## src/rtl/sbm_pkg.sv

```systemverilog
package sbm_pkg;

  typedef enum logic [2:0] {
    ST_IDLE,
    ST_LEAD,
    ST_HDR,
    ST_DATA,
    ST_HOLD
  } sbm_state_t;

  localparam logic [7:0] CMD_WRITE = 8'h02;
  localparam logic [7:0] CMD_READ  = 8'h03;

endpackage

```

## src/rtl/sbm_byte_engine.sv

```systemverilog
// Shifts one byte each way, MSB first, in SPI mode 0.
module sbm_byte_engine #(
  parameter int HALF_CYC = 2,
  parameter int BYTE_W   = 8
) (
  input  logic              clk,
  input  logic              rst,
  input  logic              start,
  input  logic [BYTE_W-1:0] tx_byte,
  input  logic              miso,
  output logic              active,
  output logic              done,
  output logic [BYTE_W-1:0] rx_byte,
  output logic              sclk,
  output logic              mosi
);

  localparam int CW = $clog2(HALF_CYC + 1);
  localparam int BW = $clog2(BYTE_W);
  localparam logic [CW-1:0] CNT_LOAD = CW'(HALF_CYC - 1);
  localparam logic [BW-1:0] BIT_LAST = BW'(BYTE_W - 1);

  logic              phase_hi;
  logic [CW-1:0]     cnt;
  logic [BW-1:0]     bit_idx;
  logic [BYTE_W-1:0] txsh;
  logic [BYTE_W-1:0] rxsh;

  always_ff @(posedge clk) begin
    if (rst) begin
      active   <= 1'b0;
      done     <= 1'b0;
      phase_hi <= 1'b0;
      cnt      <= '0;
      bit_idx  <= '0;
      txsh     <= '0;
      rxsh     <= '0;
      rx_byte  <= '0;
      sclk     <= 1'b0;
      mosi     <= 1'b0;
    end else begin
      done <= 1'b0;
      if (start && !active) begin
        active   <= 1'b1;
        phase_hi <= 1'b0;
        cnt      <= CNT_LOAD;
        bit_idx  <= BIT_LAST;
        txsh     <= tx_byte;
        mosi     <= tx_byte[BYTE_W-1];
      end else if (active) begin
        if (cnt != '0) begin
          cnt <= cnt - 1'b1;
        end else begin
          cnt <= CNT_LOAD;
          if (!phase_hi) begin
            sclk     <= 1'b1;
            phase_hi <= 1'b1;
            rxsh     <= {rxsh[BYTE_W-2:0], miso};
          end else begin
            sclk     <= 1'b0;
            phase_hi <= 1'b0;
            if (bit_idx == '0) begin
              active  <= 1'b0;
              done    <= 1'b1;
              rx_byte <= rxsh;
              mosi    <= 1'b0;
            end else begin
              bit_idx <= bit_idx - 1'b1;
              txsh    <= {txsh[BYTE_W-2:0], 1'b0};
              mosi    <= txsh[BYTE_W-2];
            end
          end
        end
      end
    end
  end

  // Checker state: length of the current high level of sclk.
  logic [CW:0] hi_len;
  always_ff @(posedge clk) begin
    if (rst)                       hi_len <= '0;
    else if (!sclk)                hi_len <= '0;
    else if (hi_len != '1)         hi_len <= hi_len + 1'b1;
  end

  a_r12_high_level_len: assert property (@(posedge clk) disable iff (rst)
    $fell(sclk) |-> (hi_len == (CW+1)'(HALF_CYC)));

  a_r3_mosi_steady_high: assert property (@(posedge clk) disable iff (rst)
    (sclk && $past(sclk)) |-> $stable(mosi));

endmodule

```

## src/rtl/sbm_cs_gap.sv

```systemverilog
// Counts the chip-select high time and releases the next frame.
module sbm_cs_gap #(
  parameter int GAP_CYC = 4
) (
  input  logic clk,
  input  logic rst,
  input  logic cs_n,
  output logic gap_ok
);

  localparam int GW = $clog2(GAP_CYC + 1);
  localparam logic [GW-1:0] GAP_LOAD = GW'(GAP_CYC - 1);

  logic [GW-1:0] cnt;

  always_ff @(posedge clk) begin
    if (rst)              cnt <= GAP_LOAD;
    else if (!cs_n)       cnt <= GAP_LOAD;
    else if (cnt != '0)   cnt <= cnt - 1'b1;
  end

  assign gap_ok = (cnt == '0);

endmodule

```

## src/rtl/sram_burst_master.sv

```systemverilog
module sram_burst_master
  import sbm_pkg::*;
#(
  parameter int ADDR_W   = 24,
  parameter int LEN_W    = 17,
  parameter int HALF_CYC = 2
) (
  input  logic              clk,
  input  logic              rst,
  input  logic              req_valid,
  input  logic              req_write,
  input  logic [ADDR_W-1:0] req_addr,
  input  logic [LEN_W-1:0]  req_len,
  output logic              busy,
  input  logic [7:0]        wr_data,
  input  logic              wr_valid,
  output logic              wr_ready,
  output logic [7:0]        rd_data,
  output logic              rd_valid,
  input  logic              rd_ready,
  output logic              sram_cs_n,
  output logic              sram_sclk,
  output logic              sram_mosi,
  input  logic              sram_miso
);

  localparam int ADDR_BYTES = ADDR_W / 8;
  localparam int HDR_BYTES  = ADDR_BYTES + 1;
  localparam int IDXW       = $clog2(HDR_BYTES);
  localparam int GAP_CYC    = 2 * HALF_CYC;
  localparam int CW         = $clog2(HALF_CYC + 1);
  localparam logic [IDXW-1:0] IDX_LAST = IDXW'(HDR_BYTES - 1);

  sbm_state_t        state;
  logic              wr_q;
  logic [ADDR_W-1:0] addr_q;
  logic [LEN_W-1:0]  len_q;
  logic [LEN_W-1:0]  remain;
  logic [IDXW-1:0]   hdr_idx;
  logic [IDXW-1:0]   hdr_nxt;
  logic [CW-1:0]     hold_cnt;

  logic       eng_start, eng_active, eng_done;
  logic [7:0] eng_tx, eng_rx;
  logic       eng_idle, gap_ok;
  logic       lead_go, hdr_next, data_slot, rd_go;

  // Header bytes: command, then address bytes from the high end down.
  logic [7:0] hdr_bytes [HDR_BYTES];
  assign hdr_bytes[0] = wr_q ? CMD_WRITE : CMD_READ;
  for (genvar gi = 1; gi < HDR_BYTES; gi++) begin : g_addr_byte
    assign hdr_bytes[gi] = addr_q[ADDR_W-8*(gi-1)-1 -: 8];
  end

  assign hdr_nxt   = hdr_idx + 1'b1;
  assign eng_idle  = !eng_active && !eng_done;
  assign lead_go   = (state == ST_LEAD) && gap_ok;
  assign hdr_next  = (state == ST_HDR) && eng_done && (hdr_idx != IDX_LAST);
  assign data_slot = (state == ST_DATA) && eng_idle && (remain != '0);
  assign wr_ready  = data_slot && wr_q;
  assign rd_go     = data_slot && !wr_q && !rd_valid;
  assign eng_start = lead_go || hdr_next || (wr_ready && wr_valid) || rd_go;

  always_comb begin
    if (lead_go)       eng_tx = hdr_bytes[0];
    else if (hdr_next) eng_tx = hdr_bytes[hdr_nxt];
    else if (wr_q)     eng_tx = wr_data;
    else               eng_tx = 8'h00;
  end

  sbm_byte_engine #(
    .HALF_CYC (HALF_CYC),
    .BYTE_W   (8)
  ) u_engine (
    .clk     (clk),
    .rst     (rst),
    .start   (eng_start),
    .tx_byte (eng_tx),
    .miso    (sram_miso),
    .active  (eng_active),
    .done    (eng_done),
    .rx_byte (eng_rx),
    .sclk    (sram_sclk),
    .mosi    (sram_mosi)
  );

  sbm_cs_gap #(
    .GAP_CYC (GAP_CYC)
  ) u_gap (
    .clk    (clk),
    .rst    (rst),
    .cs_n   (sram_cs_n),
    .gap_ok (gap_ok)
  );

  always_ff @(posedge clk) begin
    if (rst) begin
      state     <= ST_IDLE;
      busy      <= 1'b0;
      wr_q      <= 1'b0;
      addr_q    <= '0;
      len_q     <= '0;
      remain    <= '0;
      hdr_idx   <= '0;
      hold_cnt  <= '0;
      sram_cs_n <= 1'b1;
      rd_data   <= '0;
      rd_valid  <= 1'b0;
    end else begin
      if (rd_valid && rd_ready) rd_valid <= 1'b0;
      case (state)
        ST_IDLE: begin
          if (req_valid) begin
            wr_q   <= req_write;
            addr_q <= req_addr;
            len_q  <= req_len;
            busy   <= 1'b1;
            state  <= ST_LEAD;
          end
        end
        ST_LEAD: begin
          if (gap_ok) begin
            sram_cs_n <= 1'b0;
            hdr_idx   <= '0;
            state     <= ST_HDR;
          end
        end
        ST_HDR: begin
          if (eng_done) begin
            if (hdr_idx == IDX_LAST) begin
              remain <= len_q;
              state  <= ST_DATA;
            end else begin
              hdr_idx <= hdr_nxt;
            end
          end
        end
        ST_DATA: begin
          if (eng_start) remain <= remain - 1'b1;
          if (eng_done && !wr_q) begin
            rd_data  <= eng_rx;
            rd_valid <= 1'b1;
          end
          if (remain == '0 && eng_idle) begin
            hold_cnt <= CW'(HALF_CYC - 1);
            state    <= ST_HOLD;
          end
        end
        ST_HOLD: begin
          if (hold_cnt == '0) begin
            sram_cs_n <= 1'b1;
            busy      <= 1'b0;
            state     <= ST_IDLE;
          end else begin
            hold_cnt <= hold_cnt - 1'b1;
          end
        end
        default: state <= ST_IDLE;
      endcase
    end
  end

  // Checker state: cycles chip select has been high.
  localparam int HW = $clog2(GAP_CYC + 1) + 1;
  logic [HW-1:0] hi_run;
  always_ff @(posedge clk) begin
    if (rst)                hi_run <= '0;
    else if (!sram_cs_n)    hi_run <= '0;
    else if (hi_run != '1)  hi_run <= hi_run + 1'b1;
  end

  a_r3_sclk_low_when_deselected: assert property (@(posedge clk) disable iff (rst)
    sram_cs_n |-> !sram_sclk);

  a_r7_busy_ends_with_cs: assert property (@(posedge clk) disable iff (rst)
    $fell(busy) |-> $rose(sram_cs_n));

  a_r7_no_frame_when_idle: assert property (@(posedge clk) disable iff (rst)
    !busy |-> sram_cs_n);

  a_r8_cs_gap: assert property (@(posedge clk) disable iff (rst)
    $fell(sram_cs_n) |-> (hi_run >= HW'(GAP_CYC)));

  a_r9_stall_holds_clock: assert property (@(posedge clk) disable iff (rst)
    (wr_ready && !wr_valid) |=> (!sram_sclk && !sram_cs_n && wr_ready));

  a_r10_read_hold: assert property (@(posedge clk) disable iff (rst)
    (rd_valid && !rd_ready) |=> (rd_valid && $stable(rd_data)));

  a_r6_mosi_low_in_read: assert property (@(posedge clk) disable iff (rst)
    (state == ST_DATA && !wr_q && sram_sclk) |-> !sram_mosi);

endmodule

```

## config.mk

```make
export PLATFORM = sky130hd
export DESIGN_NAME = sram_burst_master
export DESIGN_NICKNAME = d
export VERILOG_FILES = /design/src/rtl/sbm_pkg.sv /design/src/rtl/sbm_byte_engine.sv /design/src/rtl/sbm_cs_gap.sv /design/src/rtl/sram_burst_master.sv
export SDC_FILE = /design/constraint.sdc
export NUM_CORES = 1
export LEC_CHECK = 0
export ABC_AREA = 1
export BUFFER_PORTS_ARGS = -buffer_cell sky130_fd_sc_hd__clkbuf_2
export CORE_MARGIN = 2
export CORE_UTILIZATION = 58
export CTS_CLUSTER_DIAMETER = 200
export DETAILED_ROUTE_END_ITERATION = 10
export PLACE_DENSITY = 0.8
export RECOVER_POWER = 25
export SYNTH_ARGS = -nofsm -noshare
export SYNTH_HDL_FRONTEND = slang
export SYNTH_HIERARCHICAL = 1
export SYNTH_SLANG_ARGS = --single-unit
```

## constraint.sdc

```tcl
create_clock -name clk -period 2.1 [get_ports clk]
set_input_delay 0 -clock clk [delete_from_list [all_inputs] [get_ports clk]]
set_output_delay 0 -clock clk [all_outputs]
set_load 0.005 [all_outputs]
```

==> results.ini <==
[clock_tree]
tritoncts = built
cts_root_buf = clkbuf_8
clk_latency_ps = 530
ctsLongestPathBuffers = 2
cts_made_buffers = 17
h-tree-depth = 4
clock-sinks = 113
clk_pin_slew_worst_paths_ps = 60

[min_path]
hold_path_class = in2reg

[sta]
slew_violations = 0
maxSlewHeadroom = 0.581
skew_ps = 14.2
fmax_ghz = 0.482
layout_min_cycle_time_ps = 2080
hold_viol = 0
tns_ps = 0
setup_violations = 0
tightest_slew_ps = 627
min_period_over_period = 0.989

[global_route]
antenna_found_initial = 1
grt_pass1_wl_um = 24600
grtUsageTotal = 0.299
grt_overflow = 0
grt_max_degree = 49
grt_pass1_vias = 5494

[synthesis]
synth_top_area_cell = dfxtp_1
synth_area_mm2 = 0.00550
synthArstFlopShare = 0
synth.distinct_cells = 36
synth-edff-count = 0
synthesis.nets = 854
syn_area_per_cell_um2 = 6.96
ys_seq_elements = 113
synth_flop_cell = dfxtp_1
seq_area_frac_synth = 0.411
synth_area_leaders = dfxtp_1, nand2_1, o21ai_0
synth_cells = 790
yosysTopAreaCellShare = 0.411
yosys_warnings = 6

[placement]
post-dp-hpwl_um = 9050
io_buffers = 69
gp_congestion = 0.853

[final_layout]
area_growth_pct = 30.5
drive_gt1_frac = 0.181
mostFrequentLayoutCell = nand2_1
final_cell_mix = nand2_1, nor2_1, dfxtp_1
fin_nets = 978

[power]
power_density_mw_per_mm2 = 992
pwr-share-clk = 0.413
total_power_mw = 7.12
power_switching_mw = 2.22
vdd_drop_max_uv = 507
switching_share = 0.312
power.leakage_nw = 3.25
pwr-share-seq = 0.365
comb_power_share = 0.222
p_int_mw = 4.90

[die]
initial_core_util = 0.595
io_pins = 70
die-area_mm2 = 0.0103
die_w_um = 101
die_y_um = 101
core_area_mm2 = 0.00924
row_count = 35

[worst_setup_path]
path_class = reg2reg
path_max_fanout = 7
path_cells = inv_1 -> ha_1 -> nand2_2 -> inv_1 -> nand4_1 -> buf_4 -> inv_1 -> a211oi_1 -> nand2_1 -> nand2_1 -> inv_1 -> nand2_1 -> nand2_1 -> nor2_1
cp_slowest_stage_delay_ps = 350
crit_required_ps = 2560
crit_slowest_cell = a211oi_1
cp_data_arrival_time_ps = 2540
end_kind = flip-flop
startpoint_type = flip-flop

[route]
drc = 0
route.detailed.wl_per_inst_um = 14.5
drt_iter0_markers = 345
drt_wl_total_um = 15300
ant_nets = 0
dr_total_vias = 5680
first_pass_iters = 5
vias_per_cell = 5.37

[status]
outcome = completed

[flow_run]
cap_violations = 0

==> per-layer routing <==
metal  vias to the layer above  wire, um  track usage
met5                         -         0            0
met4                         0       442        0.151
met3                        45       755       0.0580
met2                       205      7910        0.534
met1                      2637      6210        0.338
li1                       2793         -            -
==> cell usage after synthesis, types with 2 or more instances <==
| library cell | number |
|---|---|
| a21oi_2 | 4 |
| a211oi_1 | 7 |
| ha_1 | 8 |
| nand2_1 | 126 |
| buf_2 | 4 |
| nand4_1 | 3 |
| xnor2_1 | 3 |
| nor2_1 | 114 |
| buf_6 | 3 |
| nor3_1 | 2 |
| o21ai_1 | 9 |
| or2_2 | 2 |
| nand3b_1 | 3 |
| a21oi_1 | 85 |
| inv_2 | 6 |
| nand2_2 | 11 |
| nand2_4 | 6 |
| nand3_1 | 40 |
| dfxtp_1 | 113 |
| inv_1 | 97 |
| nor2_4 | 3 |
| clkbuf_1 | 25 |
| o21ai_0 | 90 |
| nor2_2 | 6 |
| nand3_2 | 4 |
| xor2_1 | 5 |
| a31oi_1 | 2 |
==> timing repair <==
| item | in CTS | in global routing |
|---|---|---|
| hold buffers | 49 | 0 |
| gates resized for setup | 0 | 18 |
| endpoints found under the hold margin | 60 | 0 |
| endpoints found under the setup margin | 0 | 21 |
| setup buffers | 0 | 5 |
==> kinds of logic after synthesis <==
group,synth area share
AO/OA/AOI/OAI,0.196
XOR/XNOR,0.0127
buffers and inverters,0.105
adder cells (fa/ha/maj),0.0182
AND/OR/NAND/NOR,0.257
flip-flops,0.411
==> stage by stage <==
stage               std cells  hold WS [ps]  worst slack [ps]  cell area (um2)   util
floorplan                 790           119               309             5500      -
global placement          968           256               189             5960  0.645
detailed placement        968           275              73.5             5960  0.645
CTS                      1049          4.18              53.6             7050  0.763
global route             1057          36.4             -69.9             7180  0.777
finish                   1057          26.9              23.3             7180  0.777
==> flip-flops by register name (all words and copies together), names as in the netlist, 2 cells and up <==
| signal | cells |
|---|---|
| u_engine/cnt | 2 |
| rd_data | 8 |
| u_engine/txsh | 7 |
| len_q | 17 |
| u_gap/cnt | 3 |
| u_engine/bit_idx | 3 |
| state | 3 |
| remain | 17 |
| u_engine/rx_byte | 8 |
| hdr_idx | 2 |
| hold_cnt | 2 |
| u_engine/rxsh | 8 |
| addr_q | 24 |
==> worst max-delay path: cells and delay by family (launching register included) <==
family                   cells  cell delay, ps
AND/OR/NAND/NOR              7             630
buffers and inverters        5             460
AO/OA/AOI/OAI                1             350
flip-flops                   1             330
adder cells (fa/ha/maj)      1             240
==> cell type report <==
| cell class | count | area [um2] |
|---|---|---|
| multi-input cells | 539 | 2720 |
| flip-flops and latches | 113 | 2260 |
| fillers | 591 | 2060 |
| repair buffers | 139 | 1020 |
| clock buffers | 19 | 442 |
| inverters | 103 | 397 |
| well taps | 129 | 161 |
| clock inverters | 13 | 160 |
| repair inverters | 1 | 5.00 |
| diodes | 1 | 2.50 |
==> power groups by stage <==
stage | Clock (mW) | Sequential [mW] | Combinational (mW)
floorplan | 0 | 2.59 | 1.04
global placement | 0 | 2.62 | 1.32
detailed placement | 0 | 2.63 | 1.39
CTS | 2.91 | 2.59 | 1.50
global route | 3.04 | 2.62 | 1.76
finish | 2.94 | 2.60 | 1.58
==> final timing paths <==
| check | slack [ps] | to | from | cells after the start |
|---|---|---|---|---|
| max reg2reg | 20 | u_engine/txsh[2] | u_gap/cnt[0] | 14 |
| min | 30 | u_engine/txsh[0] | wr_data[0] | 7 |
| min reg2reg | 450 | len_q[13] | len_q[13] | 2 |
| max | 20 | u_engine/txsh[2] | u_gap/cnt[0] | 14 |
(Power assumes the default switching activity.)
